==> config.mk <==
export PLATFORM = sky130hd
export DESIGN_NAME = txl_launch_ctrl
export DESIGN_NICKNAME = d
export VERILOG_FILES = /design/src/rtl/txl_pkg.sv /design/src/rtl/txl_threshold.sv /design/src/rtl/txl_status.sv /design/src/rtl/txl_seq.sv /design/src/rtl/txl_launch_ctrl.sv
export SDC_FILE = /design/constraint.sdc
export NUM_CORES = 1
export LEC_CHECK = 0
export CORE_MARGIN = 5
export CORE_UTILIZATION = 30
export DETAILED_ROUTE_END_ITERATION = 8
export GPL_TIMING_DRIVEN = 0
export HOLD_SLACK_MARGIN = 0.06
export PLACE_DENSITY = 0.68
export RECOVER_POWER = 25
export SLEW_MARGIN = 0
export SYNTH_ARGS = -nofsm -noshare
export SYNTH_HDL_FRONTEND = slang
export SYNTH_SLANG_ARGS = --single-unit
==> constraint.sdc <==
create_clock -name clk -period 3.2 [get_ports clk]
set_input_delay 0.64 -clock clk [delete_from_list [all_inputs] [get_ports clk]]
set_output_delay 0.64 -clock clk [all_outputs]
set_load 0.005 [all_outputs]
==> src/rtl/txl_pkg.sv <==
package txl_pkg;

    typedef enum logic [2:0] {
        TXS_IDLE  = 3'd0,
        TXS_FETCH = 3'd1,
        TXS_HOLD  = 3'd2,
        TXS_FILL  = 3'd3,
        TXS_SEND  = 3'd4
    } txs_e;

    typedef struct packed {
        logic       fast;
        logic [1:0] code;
    } thr_cfg_t;

    typedef struct packed {
        logic run;
        logic poll;
        logic desc_valid;
        logic desc_host;
        logic launch_ok;
        logic done;
    } seq_in_t;

    localparam int unsigned THR_W = 10;

    localparam logic [THR_W-1:0] FAST_L0 = 10'd128;
    localparam logic [THR_W-1:0] FAST_L1 = 10'd256;
    localparam logic [THR_W-1:0] FAST_L2 = 10'd512;
    localparam logic [THR_W-1:0] SLOW_L0 = 10'd72;
    localparam logic [THR_W-1:0] SLOW_L1 = 10'd96;
    localparam logic [THR_W-1:0] SLOW_L2 = 10'd128;

    // Reserved code 3 maps onto the top defined level of the chosen speed.
    function automatic logic [THR_W-1:0] pick_level(input logic fast, input logic [1:0] code);
        logic [THR_W-1:0] lvl;
        unique case (code)
            2'd0:    lvl = fast ? FAST_L0 : SLOW_L0;
            2'd1:    lvl = fast ? FAST_L1 : SLOW_L1;
            default: lvl = fast ? FAST_L2 : SLOW_L2;
        endcase
        return lvl;
    endfunction

endpackage

==> src/rtl/txl_threshold.sv <==
module txl_threshold
    import txl_pkg::*;
#(
    parameter int LVL_W = 11
) (
    input  thr_cfg_t         cfg_i,
    input  logic [LVL_W-1:0] level_i,
    input  logic             eof_i,
    output logic             launch_ok_o
);
    localparam int CMP_W = (LVL_W > THR_W) ? LVL_W : THR_W;

    logic [THR_W-1:0] level_sel;
    logic [CMP_W-1:0] level_ext;
    logic [CMP_W-1:0] thr_ext;
    logic [THR_W-1:0] slow_sel;
    logic [THR_W-1:0] fast_sel;

    always_comb begin
        level_sel = pick_level(cfg_i.fast, cfg_i.code);
        slow_sel  = pick_level(1'b0, cfg_i.code);
        fast_sel  = pick_level(1'b1, cfg_i.code);
        level_ext = CMP_W'(level_i);
        thr_ext   = CMP_W'(level_sel);
        launch_ok_o = (level_ext > thr_ext) || eof_i;
    end

    // the 10 Mb/s level never exceeds the 100 Mb/s level for a code.
    always_comb begin
        p_slow_le_fast_r3: assert (slow_sel <= fast_sel);
    end

endmodule

==> src/rtl/txl_status.sv <==
module txl_status (
    input  logic clk,
    input  logic rst,
    input  logic set_i,
    input  logic clr_i,
    output logic flag_o
);
    always_ff @(posedge clk) begin
        if (rst) begin
            flag_o <= 1'b0;
        end else if (set_i) begin
            flag_o <= 1'b1;
        end else if (clr_i) begin
            flag_o <= 1'b0;
        end
    end

    p_set_wins_r12: assert property (@(posedge clk) disable iff (rst)
        set_i |=> flag_o);
    p_sticky_r12: assert property (@(posedge clk) disable iff (rst)
        (flag_o && !clr_i) |=> flag_o);
    p_no_spurious_r7: assert property (@(posedge clk) disable iff (rst)
        (!flag_o && !set_i) |=> !flag_o);

endmodule

==> src/rtl/txl_seq.sv <==
module txl_seq
    import txl_pkg::*;
(
    input  logic    clk,
    input  logic    rst,
    input  seq_in_t in_i,
    output txs_e    state_o,
    output logic    set_unavail_o
);
    txs_e state_q;
    txs_e state_d;

    always_comb begin
        state_d       = state_q;
        set_unavail_o = 1'b0;
        unique case (state_q)
            TXS_IDLE: begin
                if (in_i.run) state_d = TXS_FETCH;
            end
            TXS_FETCH: begin
                if (!in_i.run) begin
                    state_d = TXS_IDLE;
                end else if (in_i.desc_valid) begin
                    if (in_i.desc_host) begin
                        state_d       = TXS_HOLD;
                        set_unavail_o = 1'b1;
                    end else begin
                        state_d = TXS_FILL;
                    end
                end
            end
            TXS_HOLD: begin
                if (!in_i.run)       state_d = TXS_IDLE;
                else if (in_i.poll)  state_d = TXS_FETCH;
            end
            TXS_FILL: begin
                if (in_i.launch_ok) state_d = TXS_SEND;
            end
            TXS_SEND: begin
                if (in_i.done) state_d = in_i.run ? TXS_FETCH : TXS_IDLE;
            end
            default: state_d = TXS_IDLE;
        endcase
    end

    always_ff @(posedge clk) begin
        if (rst) state_q <= TXS_IDLE;
        else     state_q <= state_d;
    end

    assign state_o = state_q;

    p_frame_holds_r9: assert property (@(posedge clk) disable iff (rst)
        (state_q == TXS_SEND && !in_i.done) |=> state_q == TXS_SEND);
    p_fill_waits_r5: assert property (@(posedge clk) disable iff (rst)
        (state_q == TXS_FILL && !in_i.launch_ok) |=> state_q == TXS_FILL);
    p_host_suspends_r7: assert property (@(posedge clk) disable iff (rst)
        (state_q == TXS_FETCH && in_i.run && in_i.desc_valid && in_i.desc_host)
        |=> state_q == TXS_HOLD);
    p_stop_idle_r13: assert property (@(posedge clk) disable iff (rst)
        ((state_q == TXS_FETCH || state_q == TXS_HOLD) && !in_i.run)
        |=> state_q == TXS_IDLE);
    p_start_fetch_r6: assert property (@(posedge clk) disable iff (rst)
        (state_q == TXS_IDLE && in_i.run) |=> state_q == TXS_FETCH);

endmodule

==> src/rtl/txl_launch_ctrl.sv <==
module txl_launch_ctrl
    import txl_pkg::*;
#(
    parameter int LVL_W = 11
) (
    input  logic             clk,
    input  logic             rst,
    input  logic             run_cmd,
    input  logic             poll_pulse,
    input  logic             speed_100,
    input  logic [1:0]       thr_code,
    input  logic             desc_valid,
    input  logic             desc_host_owned,
    input  logic [LVL_W-1:0] fifo_level,
    input  logic             eof_written,
    input  logic             tx_done,
    input  logic             unavail_clr,
    output logic             desc_req,
    output logic             move_en,
    output logic             tx_go,
    output logic             unavail_flag,
    output logic [2:0]       proc_state
);
    thr_cfg_t cfg;
    seq_in_t  seq_in;
    txs_e     state;
    logic     launch_ok;
    logic     set_unavail;

    assign cfg = '{fast: speed_100, code: thr_code};

    txl_threshold #(.LVL_W(LVL_W)) u_thr (
        .cfg_i       (cfg),
        .level_i     (fifo_level),
        .eof_i       (eof_written),
        .launch_ok_o (launch_ok)
    );

    assign seq_in = '{run: run_cmd, poll: poll_pulse, desc_valid: desc_valid,
                      desc_host: desc_host_owned, launch_ok: launch_ok, done: tx_done};

    txl_seq u_seq (
        .clk           (clk),
        .rst           (rst),
        .in_i          (seq_in),
        .state_o       (state),
        .set_unavail_o (set_unavail)
    );

    txl_status u_stat (
        .clk    (clk),
        .rst    (rst),
        .set_i  (set_unavail),
        .clr_i  (unavail_clr),
        .flag_o (unavail_flag)
    );

    assign desc_req   = (state == TXS_FETCH);
    assign move_en    = (state == TXS_FILL) || (state == TXS_SEND);
    assign tx_go      = (state == TXS_SEND);
    assign proc_state = state;

    p_go_needs_launch_r10: assert property (@(posedge clk) disable iff (rst)
        (state == TXS_FILL && !launch_ok) |=> !tx_go);
    p_move_in_frame_r8: assert property (@(posedge clk) disable iff (rst)
        (state == TXS_FETCH && run_cmd && desc_valid && !desc_host_owned) |=> move_en);

endmodule

==> results.sh, run 1 <==
export IMPL_final_min_clock_period_ns=2.52
export IMPL_place_congestion=0.753
export IMPL_drt_vias_per_instance=5.21
export IMPL_fin_nets=122
export IMPL_antenna_found_initial=0
export IMPL_htreeDepth=1
export IMPL_cts_made_buffers=3
export IMPL_core_area_um2=1490
export IMPL_period_share_pct=78.6
export IMPL_p_total_w=0.000207
export IMPL_num_vias=557
export IMPL_clkTransAtPathRegs_ns=0.03
export IMPL_finalMaxSlewViolations=0
export IMPL_status="completed"
export IMPL_syn_nets=88
export IMPL_drive_gt1_share_pct=5.49
export IMPL_worstSetupStartpointType="input port"
export IMPL_cp_required_ns=3.34
export IMPL_syn_area_um2=468
export IMPL_post_cts_setup_buffers=0
export IMPL_synth_warnings=0
export IMPL_ys_ff_latch=4
export IMPL_hold_viol=0
export IMPL_firstDrtPassIters=4
export IMPL_syn_inst=59
export IMPL_initial_core_util_pct=31.4
export IMPL_grt_pass1_vias=508
export IMPL_critPathArrivalTime_ns=2.66
export IMPL_grt_pass1_wl_um=1880
export IMPL_clockBufferDepth=2
export IMPL_hold_path_class="flop to flop"
export IMPL_first_iter_violations=3
export IMPL_power_leakage_nw=0.335
export IMPL_die_w_um=49.5
export IMPL_io_pins=30
export IMPL_power_per_cell_area_nw_per_um2=259
export IMPL_grt_setup_unrepaired="no"
export IMPL_clock_latency_ns=0.23
export IMPL_syn_area_per_cell_um2=7.93
export IMPL_layout_common_cells="clkdlybuf4s50_1 (27), nor2_1 (7), ha_1 (6), a211oi_1 (5)"
export IMPL_ir_worst_vdd_v=0.0000948
export IMPL_mostFrequentLayoutCell="clkdlybuf4s50_1"
export IMPL_synth_seq_area_share_pct=17.1
export IMPL_critPathMaxFanout=5
export IMPL_die_area_um2=2450
export IMPL_seq_area_um2=80.1
export IMPL_grt_usage_pct=9.78
export IMPL_fillCellCount=154
export IMPL_die_y_um=49.5
export IMPL_cp_end_kind="flop"
export IMPL_grt_overflow=0
export IMPL_drt_total_wl_um=1180
export IMPL_clock_root_buffer="clkbuf_4"
export IMPL_placementRows=14
export IMPL_clock_skew_ns=0.000563
export IMPL_cap_violations=0
export IMPL_setup_viol=0
export IMPL_multi_input_area_um2=368
export IMPL_cts_hold_fix_buffers=0
export IMPL_tightest_slew_ns=0.254
export IMPL_fmax_ghz=0.397
export IMPL_cts_sinks=4
export IMPL_remaining_drc_errors=0
export IMPL_hpwl_um=1050
export IMPL_critPathKind="input port to flop"
export IMPL_cts_resized_gates=0
export IMPL_place_port_buffers=29
export IMPL_diodes=0
export IMPL_wl_per_cell_um=11.1
export IMPL_grt_max_degree=9
export IMPL_area_growth_pct=71.1
export IMPL_setup_tns_ns=0
export IMPL_ant_nets=0
export IMPL_netlist_cell_type_count=25
export IMPL_cts_tree="done"
export IMPL_slew_headroom_pct=83.0
==> metrics by stage <==
stage	instance area (um2)	std cells	setup WS [ns]	util (%)	hold WS [ns]
4_1_cts	801	107	0.657	53.8	0.500
3_3_place_gp	778	104	0.467	52.3	0.479
3_5_place_dp	778	104	0.425	52.3	0.480
2_1_floorplan	468	59	1.10	-	0.476
6_report	801	107	0.683	53.8	0.491
5_1_grt	801	107	0.487	53.8	0.553
==> worst paths after layout <==
kind,from,to,slack (ns),cells past startpoint
max reg2reg,u_seq.state_o[1],u_seq.state_o[2],1.57,5
min,u_stat.flag_o,u_stat.flag_o,0.49,2
max,thr_code[1],u_seq.state_o[1],0.68,9
min reg2reg,u_stat.flag_o,u_stat.flag_o,0.49,2
==> critical path: stages <==
cell,delay (ns)
clkdlybuf4s50_1,0.47
nor2_1,0.16
inv_1,0.07
ha_1,0.28
or3b_1,0.39
nor4_4,0.17
a31o_1,0.23
a211oi_1,0.06
a211oi_1,0.20
==> layout make-up <==
class                      count  area share (%)
timing repair buffer          29            36.2
clock buffer                   3            2.81
multi-input combinational     50            45.9
buffer                         1           0.625
inverter                       4            1.88
tap                           16            2.50
sequential                     4            10.0
==> power by group <==
part | internal (W) | switching (W)
registers | 0.0000541 | 0.00000448
logic | 0.0000546 | 0.0000342
clock network | 0.0000418 | 0.0000182
==> cells by family after synthesis <==
| logic type | share of synthesized area, % |
|---|---|
| AND/OR/NAND/NOR | 31.8 |
| buffers and inverters | 4.28 |
| adder cells (fa/ha/maj) | 16.0 |
| multiplexers | 4.28 |
| flip-flops | 17.1 |
| AO/OA/AOI/OAI | 26.5 |
==> Yosys cell counts <==
master    number  area [um2]
a211oi_1       5        37.5
a21o_1         1        7.51
a21oi_1        4        20.0
a31o_1         1        8.76
a31oi_1        1        6.26
a32oi_1        1        8.76
and2_1         2        12.5
and3b_1        1        8.76
and4b_1        1        10.0
buf_2          1        5.00
dfxtp_1        4        80.1
ha_1           6        75.1
inv_1          4        15.0
mux2i_1        2        20.0
nand2_1        4        15.0
nand2b_1       2        12.5
nand3b_1       3        22.5
nor2_1         7        26.3
nor3_1         1        5.00
nor4_4         1        21.3
o211a_1        1        10.0
o21ai_0        3        15.0
o311a_1        1        10.0
or3_1          1        6.26
or3b_1         1        8.76
==> routing by layer <==
metal | up-vias | wire length, um | GRT usage, % | part of all wire [%]
li1 | 287 | - | - | -
met1 | 240 | 502 | 10.2 | 42
met2 | 28 | 545 | 17.0 | 46
met3 | 2 | 116 | 0.301 | 9.8
met4 | 0 | 19 | 9.61 | 1.6
met5 | - | 0 | 0 | 0
==> registers in the layout, summed over array words and instances (netlist names) <==
signal         flops
u_seq.state_o      3
u_stat.flag_o      1
Note: power is estimated with default switching activity, not from simulation.
==> run 2: changes to the inputs <==
clock period = 2.45 ns   (was 3.2 ns; I/O delays follow)
==> results.sh, run 2 (synthesis results as in run 1) <==
export IMPL_die_area_um2=2450
export IMPL_cap_violations=0
export IMPL_cp_slowest_stage_delay_ns=0.52
export IMPL_fin_ws_ns=0.162
export IMPL_io_pins=30
export IMPL_firstDrtPassIters=4
export IMPL_ir_worst_vdd_v=0.000123
export IMPL_layout_common_cells="clkdlybuf4s50_1 (25), nor2_1 (6), ha_1 (6), a211oi_1 (5)"
export IMPL_power_leakage_nw=0.358
export IMPL_die_y_um=49.5
export IMPL_drt_total_wl_um=1210
export IMPL_placementRows=14
export IMPL_grt_max_degree=9
export IMPL_crit_end="u_seq.state_o[2]"
export IMPL_p_seq_share_pct=28.1
export IMPL_intPower_w=0.000197
export IMPL_hold_viol=0
export IMPL_mostFrequentLayoutCell="clkdlybuf4s50_1"
export IMPL_place_port_buffers=29
export IMPL_p_total_w=0.000272
export IMPL_diodes=0
export IMPL_remaining_drc_errors=0
export IMPL_htreeDepth=1
export IMPL_grt_usage_pct=9.78
export IMPL_critPathMaxFanout=4
export IMPL_core_area_um2=1490
export IMPL_cp_end_kind="flop"
export IMPL_reg2reg_depth=5
export IMPL_critPathKind="input port to flop"
export IMPL_final_min_clock_period_ns=2.29
export IMPL_power_frac_clock_pct=28.6
export IMPL_hpwl_um=1050
export IMPL_critPathTopFamily="buffers and inverters"
export IMPL_drive_gt1_share_pct=7.61
export IMPL_fmax_ghz=0.437
export IMPL_cts_made_buffers=3
export IMPL_setup_viol=0
export IMPL_place_congestion=0.753
export IMPL_clock_root_buffer="clkbuf_4"
export IMPL_path_cells="clkdlybuf4s50_1 -> nor2_1 -> mux2i_1 -> ha_1 -> and4b_1 -> buf_4 -> a31o_1 -> or3_1 -> a21oi_1"
export IMPL_critPathArrivalTime_ns=2.45
export IMPL_clock_skew_ns=0.000534
export IMPL_place_ws_ns=-0.175
export IMPL_power_switching_share_pct=27.5
export IMPL_antenna_found_initial=0
export IMPL_period_share_pct=93.4
export IMPL_comb_power_share_pct=43.2
export IMPL_first_iter_violations=4
export IMPL_clockBufferDepth=2
export IMPL_status="completed"
export IMPL_cp_required_ns=2.61
export IMPL_cp_slowest_cell="clkdlybuf4s50_1"
export IMPL_crit_start="thr_code[0]"
export IMPL_initial_core_util_pct=31.4
export IMPL_fin_nets=123
export IMPL_die_w_um=49.5
export IMPL_worstSetupStartpointType="input port"
export IMPL_hold_path_class="flop to flop"
export IMPL_clkTransAtPathRegs_ns=0.03
export IMPL_tightest_slew_ns=0.254
export IMPL_cts_sinks=4
export IMPL_critical_path_depth=9
export IMPL_ant_nets=0
export IMPL_area_growth_pct=74.3
export IMPL_wl_per_cell_um=11.2
export IMPL_grt_pass1_vias=508
export IMPL_drt_vias_per_instance=5.19
export IMPL_slew_headroom_pct=83.0
export IMPL_clock_latency_ns=0.23
export IMPL_reg2reg_from="u_seq.state_o[1]"
export IMPL_power_per_cell_area_nw_per_um2=333
export IMPL_ff2ff_setup_slack_ns=0.82
export IMPL_crit_buf_inv=2
export IMPL_finalMaxSlewViolations=0
export IMPL_switching_power_w=0.0000748
export IMPL_fillCellCount=155
export IMPL_grt_overflow=0
export IMPL_whs_ns=0.491
export IMPL_grt_setup_unrepaired="no"
export IMPL_grt_pass1_wl_um=1880
export IMPL_largest_reg_flops=3
export IMPL_cts_tree="done"
export IMPL_num_vias=560
export IMPL_rr_endpoint="u_seq.state_o[2]"
-- run 2: changes by cell type in the layout (fill, tap and decap cells not counted) --
cell,delta
clkdlybuf4s50_1,-2
dlymetal6s2s_1,+2
buf_4,+1
nor2_1,-1
nor2_2,+1
-- run 2: how the worst min path moves through the flow --
stage | from | endpoint | slack, ns | depth (start not counted)
finish | u_stat.flag_o | u_stat.flag_o | 0.49 | 2
global route | u_stat.flag_o | u_stat.flag_o | 0.55 | 2
CTS | u_stat.flag_o | u_stat.flag_o | 0.50 | 2
detailed placement | u_stat.flag_o | u_stat.flag_o | 0.48 | 2
global placement | u_stat.flag_o | u_stat.flag_o | 0.48 | 2
floorplan | u_stat.flag_o | u_stat.flag_o | 0.48 | 2
-- run 2: what timing repair did --
| item | CTS | global route |
|---|---|---|
| hold buffers | 0 | 0 |
| resized for setup | 0 | 3 |
| endpoints found under the setup margin | 0 | 2 |
| setup buffers | 0 | 1 |
-- run 2: worst reg2reg max path, stage by stage, from the launching register on --
cell	delay (ns)
dfxtp_1	0.37
and3b_1	0.21
o311a_1	0.34
a31o_1	0.22
or3_1	0.31
a21oi_1	0.12
-- run 2: final cells by class --
| type | instances | area [um2] | area share [%] |
|---|---|---|---|
| plain buffers | 1 | 5.00 | 0.613 |
| repair buffers | 30 | 303 | 37.1 |
| inverters | 4 | 15.0 | 1.84 |
| clock buffers | 3 | 22.5 | 2.76 |
| flip-flops and latches | 4 | 80.1 | 9.82 |
| well taps | 16 | 20.0 | 2.45 |
| multi-input cells | 50 | 370 | 45.4 |
-- run 2: layer usage --
metal	routed length (um)	track usage (%)	vias to the layer above
li1	-	-	288
met1	502	10.2	242
met2	574	17.0	28
met3	116	0.301	2
met4	19	9.61	0
met5	0	0	-
-- run 2: power by group through the flow --
stage | Sequential (W) | Clock, W | Combinational, W
after floorplan | 0.0000769 | 0 | 0.0000491
after global placement | 0.0000770 | 0 | 0.000116
after detailed placement | 0.0000772 | 0 | 0.000117
after CTS | 0.0000761 | 0.0000830 | 0.000118
after global routing | 0.0000773 | 0.0000852 | 0.000130
final | 0.0000765 | 0.0000779 | 0.000118
-- run 2: through the flow --
| step | TNS, ns | area [um2] | cells | utilization, % |
|---|---|---|---|---|
| floorplan | 0 | 468 | 59 | - |
| global placement | -0.251 | 778 | 104 | 52.3 |
| detailed placement | -0.319 | 778 | 104 | 52.3 |
| CTS | 0 | 801 | 107 | 53.8 |
| global route | 0 | 816 | 108 | 54.8 |
| finish | 0 | 816 | 108 | 54.8 |
